$ cat src/rtl/alu_pkg.sv
package alu_pkg;

   typedef enum logic [1:0] {
      FN_AND  = 2'b00,
      FN_OR   = 2'b01,
      FN_NOTB = 2'b10,
      FN_ADD  = 2'b11
   } alu_fn_e;

   typedef enum logic [1:0] {
      SH_NONE = 2'b00,
      SH_SRA  = 2'b01,
      SH_SLL  = 2'b10,
      SH_BOTH = 2'b11
   } alu_sh_e;

   typedef struct packed {
      alu_fn_e fsel;
      logic    ena;
      logic    enb;
      logic    inva;
      logic    cin;
   } alu_ctrl_t;

endpackage

$ cat src/rtl/alu_operand_prep.sv
module alu_operand_prep #(
   parameter int DATA_W = 32
) (
   input  logic [DATA_W-1:0] a_raw,
   input  logic [DATA_W-1:0] b_raw,
   input  logic              ena,
   input  logic              enb,
   input  logic              inva,
   output logic [DATA_W-1:0] a_op,
   output logic [DATA_W-1:0] b_op
);
   logic [DATA_W-1:0] a_gated;

   always_comb begin
      a_gated = ena ? a_raw : '0;
      a_op    = inva ? ~a_gated : a_gated;
      b_op    = enb ? b_raw : '0;
   end
endmodule

$ cat src/rtl/alu_func_unit.sv
module alu_func_unit
   import alu_pkg::*;
#(
   parameter int DATA_W      = 32,
   parameter int ADDER_STYLE = 0
) (
   input  logic [DATA_W-1:0] a_op,
   input  logic [DATA_W-1:0] b_op,
   input  alu_fn_e           fsel,
   input  logic              cin,
   output logic [DATA_W-1:0] res,
   output logic              neg,
   output logic              zero
);
   logic [DATA_W-1:0] sum;

   generate
      if (ADDER_STYLE == 0) begin : g_add_infer
         always_comb sum = a_op + b_op + {{(DATA_W-1){1'b0}}, cin};
      end else if (ADDER_STYLE == 1) begin : g_add_ripple
         always_comb begin
            logic c;
            c = cin;
            for (int i = 0; i < DATA_W; i++) begin
               sum[i] = a_op[i] ^ b_op[i] ^ c;
               c      = (a_op[i] & b_op[i]) | (c & (a_op[i] ^ b_op[i]));
            end
         end
      end else begin : g_add_bad
         $error("alu_func_unit: ADDER_STYLE must be 0 or 1");
      end
   endgenerate

   always_comb begin
      unique case (fsel)
         FN_AND:  res = a_op & b_op;
         FN_OR:   res = a_op | b_op;
         FN_NOTB: res = ~b_op;
         default: res = sum;
      endcase
      neg  = res[DATA_W-1];
      zero = ~|res;
   end

   always_comb begin
      if (fsel == FN_ADD && a_op == '0 && !cin)
         AST_ADD_IDENTITY: assert (res == b_op) else $error("add identity broken");
   end
endmodule

$ cat src/rtl/alu_result_shifter.sv
module alu_result_shifter
   import alu_pkg::*;
#(
   parameter int DATA_W  = 32,
   parameter int SLL_AMT = 8,
   parameter int SRA_AMT = 1
) (
   input  logic [DATA_W-1:0] d_in,
   input  alu_sh_e           sh,
   output logic [DATA_W-1:0] d_out
);
   generate
      if (SLL_AMT < 1 || SLL_AMT >= DATA_W) begin : g_bad_sll
         $error("alu_result_shifter: SLL_AMT out of range");
      end
      if (SRA_AMT < 1 || SRA_AMT >= DATA_W) begin : g_bad_sra
         $error("alu_result_shifter: SRA_AMT out of range");
      end
   endgenerate

   always_comb begin
      unique case (sh)
         SH_SLL:  d_out = d_in << SLL_AMT;
         SH_SRA:  d_out = DATA_W'($signed(d_in) >>> SRA_AMT);
         default: d_out = d_in;
      endcase
   end

   always_comb begin
      if (sh == SH_SLL)
         AST_SLL_ZERO_FILL: assert (d_out[SLL_AMT-1:0] == '0) else $error("left shift fill");
      if (sh == SH_SRA)
         AST_SRA_SIGN_KEEP: assert (d_out[DATA_W-1] == d_in[DATA_W-1]) else $error("sign lost");
   end
endmodule

$ cat src/rtl/dp_alu_shifter.sv
module dp_alu_shifter
   import alu_pkg::*;
#(
   parameter int DATA_W      = 32,
   parameter int SLL_AMT     = 8,
   parameter int SRA_AMT     = 1,
   parameter int ADDER_STYLE = 0
) (
   input  logic [31:0] a_in,
   input  logic [31:0] b_in,
   input  logic [5:0]  fn_ctrl,
   input  logic [1:0]  sh_ctrl,
   output logic [31:0] y_out,
   output logic        n_out,
   output logic        z_out
);
   localparam int CTRL_W = $bits(alu_ctrl_t);

   generate
      if (DATA_W != 32) begin : g_bad_width
         $error("dp_alu_shifter: port width fixed at 32");
      end
      if (CTRL_W != 6) begin : g_bad_ctrl
         $error("dp_alu_shifter: control field must be 6 bits");
      end
   endgenerate

   alu_ctrl_t         ctrl;
   alu_sh_e           sh;
   logic [DATA_W-1:0] a_op, b_op, alu_res;

   assign ctrl = alu_ctrl_t'(fn_ctrl);
   assign sh   = alu_sh_e'(sh_ctrl);

   alu_operand_prep #(.DATA_W(DATA_W)) u_prep (
      .a_raw (a_in),
      .b_raw (b_in),
      .ena   (ctrl.ena),
      .enb   (ctrl.enb),
      .inva  (ctrl.inva),
      .a_op  (a_op),
      .b_op  (b_op)
   );

   alu_func_unit #(.DATA_W(DATA_W), .ADDER_STYLE(ADDER_STYLE)) u_func (
      .a_op  (a_op),
      .b_op  (b_op),
      .fsel  (ctrl.fsel),
      .cin   (ctrl.cin),
      .res   (alu_res),
      .neg   (n_out),
      .zero  (z_out)
   );

   alu_result_shifter #(.DATA_W(DATA_W), .SLL_AMT(SLL_AMT), .SRA_AMT(SRA_AMT)) u_shift (
      .d_in  (alu_res),
      .sh    (sh),
      .d_out (y_out)
   );

   always_comb begin
      if (!ctrl.enb)
         AST_RIGHT_GATED: assert (b_op == '0) else $error("right gate");
      if (!ctrl.ena)
         AST_LEFT_GATED_INV: assert (a_op == (ctrl.inva ? {DATA_W{1'b1}} : '0)) else $error("left gate");
      if (sh == SH_NONE || sh == SH_BOTH) begin
         AST_NO_SHIFT_PASS: assert (y_out == alu_res) else $error("no-shift pass");
         AST_ZERO_FLAG: assert (z_out == (y_out == '0)) else $error("zero flag");
         AST_NEG_FLAG: assert (n_out == y_out[DATA_W-1]) else $error("neg flag");
      end
      if (sh == SH_SRA)
         AST_SRA_FLAG_SIGN: assert (y_out[DATA_W-1] == n_out) else $error("sra vs flag");
   end
endmodule

$ cat config.mk
export PLATFORM = sky130hd
export DESIGN_NAME = dp_alu_shifter
export DESIGN_NICKNAME = d
export VERILOG_FILES = /design/src/rtl/alu_pkg.sv /design/src/rtl/alu_operand_prep.sv /design/src/rtl/alu_func_unit.sv /design/src/rtl/alu_result_shifter.sv /design/src/rtl/dp_alu_shifter.sv
export SDC_FILE = /design/constraint.sdc
export NUM_CORES = 1
export LEC_CHECK = 0
export BUFFER_PORTS_ARGS = -buffer_cell sky130_fd_sc_hd__clkbuf_2
export CAP_MARGIN = 20
export CORE_MARGIN = 3
export CORE_UTILIZATION = 45
export DETAILED_ROUTE_END_ITERATION = 12
export PLACE_DENSITY_LB_ADDON = 0.25
export SETUP_SLACK_MARGIN = 0.05
export SYNTH_ARGS = -nofsm -noshare
export SYNTH_HDL_FRONTEND = slang
export SYNTH_SLANG_ARGS = --single-unit
$ cat constraint.sdc
create_clock -name vclk -period 15.62
set_input_delay 3.124 -clock vclk [all_inputs]
set_output_delay 3.124 -clock vclk [all_outputs]
set_load 0.01 [all_outputs]
==> metrics.md <==
| Metric | Value |
|---|---|
| Status | complete, no violations |
| Vias per std cell | 5.67 |
| Int Power | 0.0000882 W |
| Hold buffers post-CTS | 0 |
| Switch Pwr | 0.000136 W |
| Max-Cap Viols | 0 |
| Die Wd | 103 um |
| Die Span Y | 103 um |
| Comb power frac | 100.0% |
| Cell count after synthesis | 680 |
| Tmin final | 11.09 ns |
| Netlist cell types | 57 |
| CP Capture Point | z_out |
| IO Pins | 106 |
| Mapped cell area | 4270 um2 |
| Die ar. | 10700 um2 |
| First-pass GRT wire length | 21300 um |
| Switching Fraction | 60.6% |
| RSZ-0062 raised after global routing | false |
| Crit-path cells | clkbuf_2, nand2_1, xnor2_1, fa_1, inv_1, fa_1, nor2b_1, o2111ai_1, a21oi_1, o21ai_2, o21a_1, o21ai_0, xnor2_1, o21ai_0, or4_1, or4_1, nor4b_2, clkbuf_2 |
| Placed Cells | 872 |
| Setup Buffers After CTS | 0 |
| WL final | 13000 um |
| FF/Latch Area | 0 um2 |
| Worst hold slack | 6.83 ns |
| Worst min path class | in -> out |
| Drc violations | 0 |
| Area leader, netlist | ha_1 |
| Share of cells above drive strength 1 | 16.9% |
| Clock Power Share | 0% |
| Setup TNS | 0 ns |
| Largest net degree at the start of global routing | 67 |
| CP arrival | 7.96 ns |
| CLK BUF | 0 |
| Final setup fails | 0 |
| HPWL Detailed | 10200 um |
| Non-filler cells, final | 872 |
| Leakage | 2.50 nW |
| Peak supply drop | 0.0186 mV |
| Antenna Nets Post-Route | 0 |
| Routability congestion estimate | 0.916 |
| Avg Inst Size Synth | 6.28 um2 |
| Final slew viol count | 0 |
| Detailed Routing Iterations Pass 1 | 4 |
| # rows | 34 |
| GRT overflow | 0 |
| Routed length per instance | 14.9 um |
| Slew @ Worst Pin | 0.947 ns |
| Post-cts sizing count | 0 |
| Post-synth net total | 820 |
| Power Dens Cells | 46.6 nW/um2 |
| F_max | 90.2 MHz |
| Largest cells by area after synthesis | ha_1 19%, xnor2_1 10%, nand2_1 8.4%, nor2_1 7.5%, inv_1 6.9% |
| Initial antenna violation count | 0 |
| I/O Buffers | 106 |
| Flop pwr share | 0% |
| Diode count | 0 |
| Power Total | 0.000224 W |
| Slowest cell on the critical path | clkbuf_2 |
| Crit Path Category | in -> out |
| Via count | 4944 |
| Vias in the first global route | 4413 |
| Drt first-iter violations | 214 |
| Sequential cell count | 0 |
| Post-synth top cells | 96 x nand2_1, 85 x nor2_1, 79 x inv_1 |
| Nets | 888 |
| Number of warning messages in the yosys log | 0 |
| Sequential area share after synthesis | 0% |
| Crit. End Element | output pin |
| WP data required | 12.50 ns |
| Final Cycle Share | 71.0% |
| Critical path peak fanout | 32 |
| Setup crit start | fn_ctrl[3] |
| Final hold vios | 0 |
| Slew HR | 36.9% |
| Initial Util | 47.6% |
| Syn-to-layout area delta | 12.5% |
| Worst path max stage delay | 0.54 ns |
| Worst Setup Start Kind | primary input |
| Tot GR Track Use | 23.8% |
| Top cell type's share of synthesized area | 19.3% |
| Most common cell in the netlist | nand2_1 |
| Core area | 8980 um2 |
## power groups by stage
stage	combinational [W]	clock (W)	sequential (W)
after floorplan	0.000162	0	0
after global placement	0.000217	0	0
after detailed placement	0.000221	0	0
after CTS	0.000221	0	0
after global routing	0.000248	0	0
final	0.000224	0	0
## area by class of cell
type / count / area, um2
well taps: 126 / 158
repair buffers: 110 / 561
multi-input cells: 556 / 3790
fillers: 939 / 4170
inverters: 80 / 300
## cells in the final DEF (no fill, tap or decap), types with 6 or more instances in the layout
cell type and instances:
o21ai_0 47, a211oi_1 25, xor2_1 11, nor2_1 85, nand2_1 96, nand3_1 6, a21o_1 12, inv_1 79
xnor2_1 50, clkbuf_2 106, nand4_1 9, a221oi_1 25, ha_1 66, a21oi_1 46
## metrics by stage
step / utilization [%] / cell area (um2) / worst slack [ns]
6_report: 53.5 / 4810 / 4.53
5_1_grt: 53.5 / 4810 / 4.27
4_1_cts: 53.5 / 4810 / 4.58
3_5_place_dp: 53.5 / 4810 / 4.60
3_3_place_gp: 53.5 / 4810 / 4.74
2_1_floorplan: - / 4270 / 5.23
## worst max-delay path: cells and delay by family
| family | cells | cell delay, ns |
|---|---|---|
| AOI/OAI and AO/OA | 6 | 1.21 |
| xor gates and xnor gates | 2 | 0.48 |
| adders and majority gates | 2 | 0.72 |
| buffers and inverters | 3 | 0.80 |
| and+or+nand+nor | 5 | 1.62 |
## how the worst min path moves through the flow
stage              from    end  slack (ns)  depth (start not counted)
2_1_floorplan  b_in[30]  z_out        6.55                          4
6_report       b_in[30]  z_out        6.83                          6
3_3_place_gp   b_in[30]  z_out        6.80                          6
5_1_grt        b_in[30]  z_out        6.87                          6
4_1_cts        b_in[30]  z_out        6.82                          6
3_5_place_dp   b_in[30]  z_out        6.81                          6
## metal layers
layer | up-vias | routed length (um) | track usage, %
met5 | - | 0 | 0
met4 | 0 | 83 | 1.79
met3 | 6 | 713 | 0.604
met2 | 171 | 6100 | 41.3
met1 | 2298 | 6110 | 34.3
li1 | 2469 | - | -
## kinds of logic after synthesis
kind of cell,Yosys count,synth area share (%)
xor+xnor,61,12.5
simple gates,225,22.7
mux,5,2.34
compound gates,197,30.8
fa+ha+maj,68,20.3
buf+inv,124,11.3
Power figures use the tool's default switching activity.
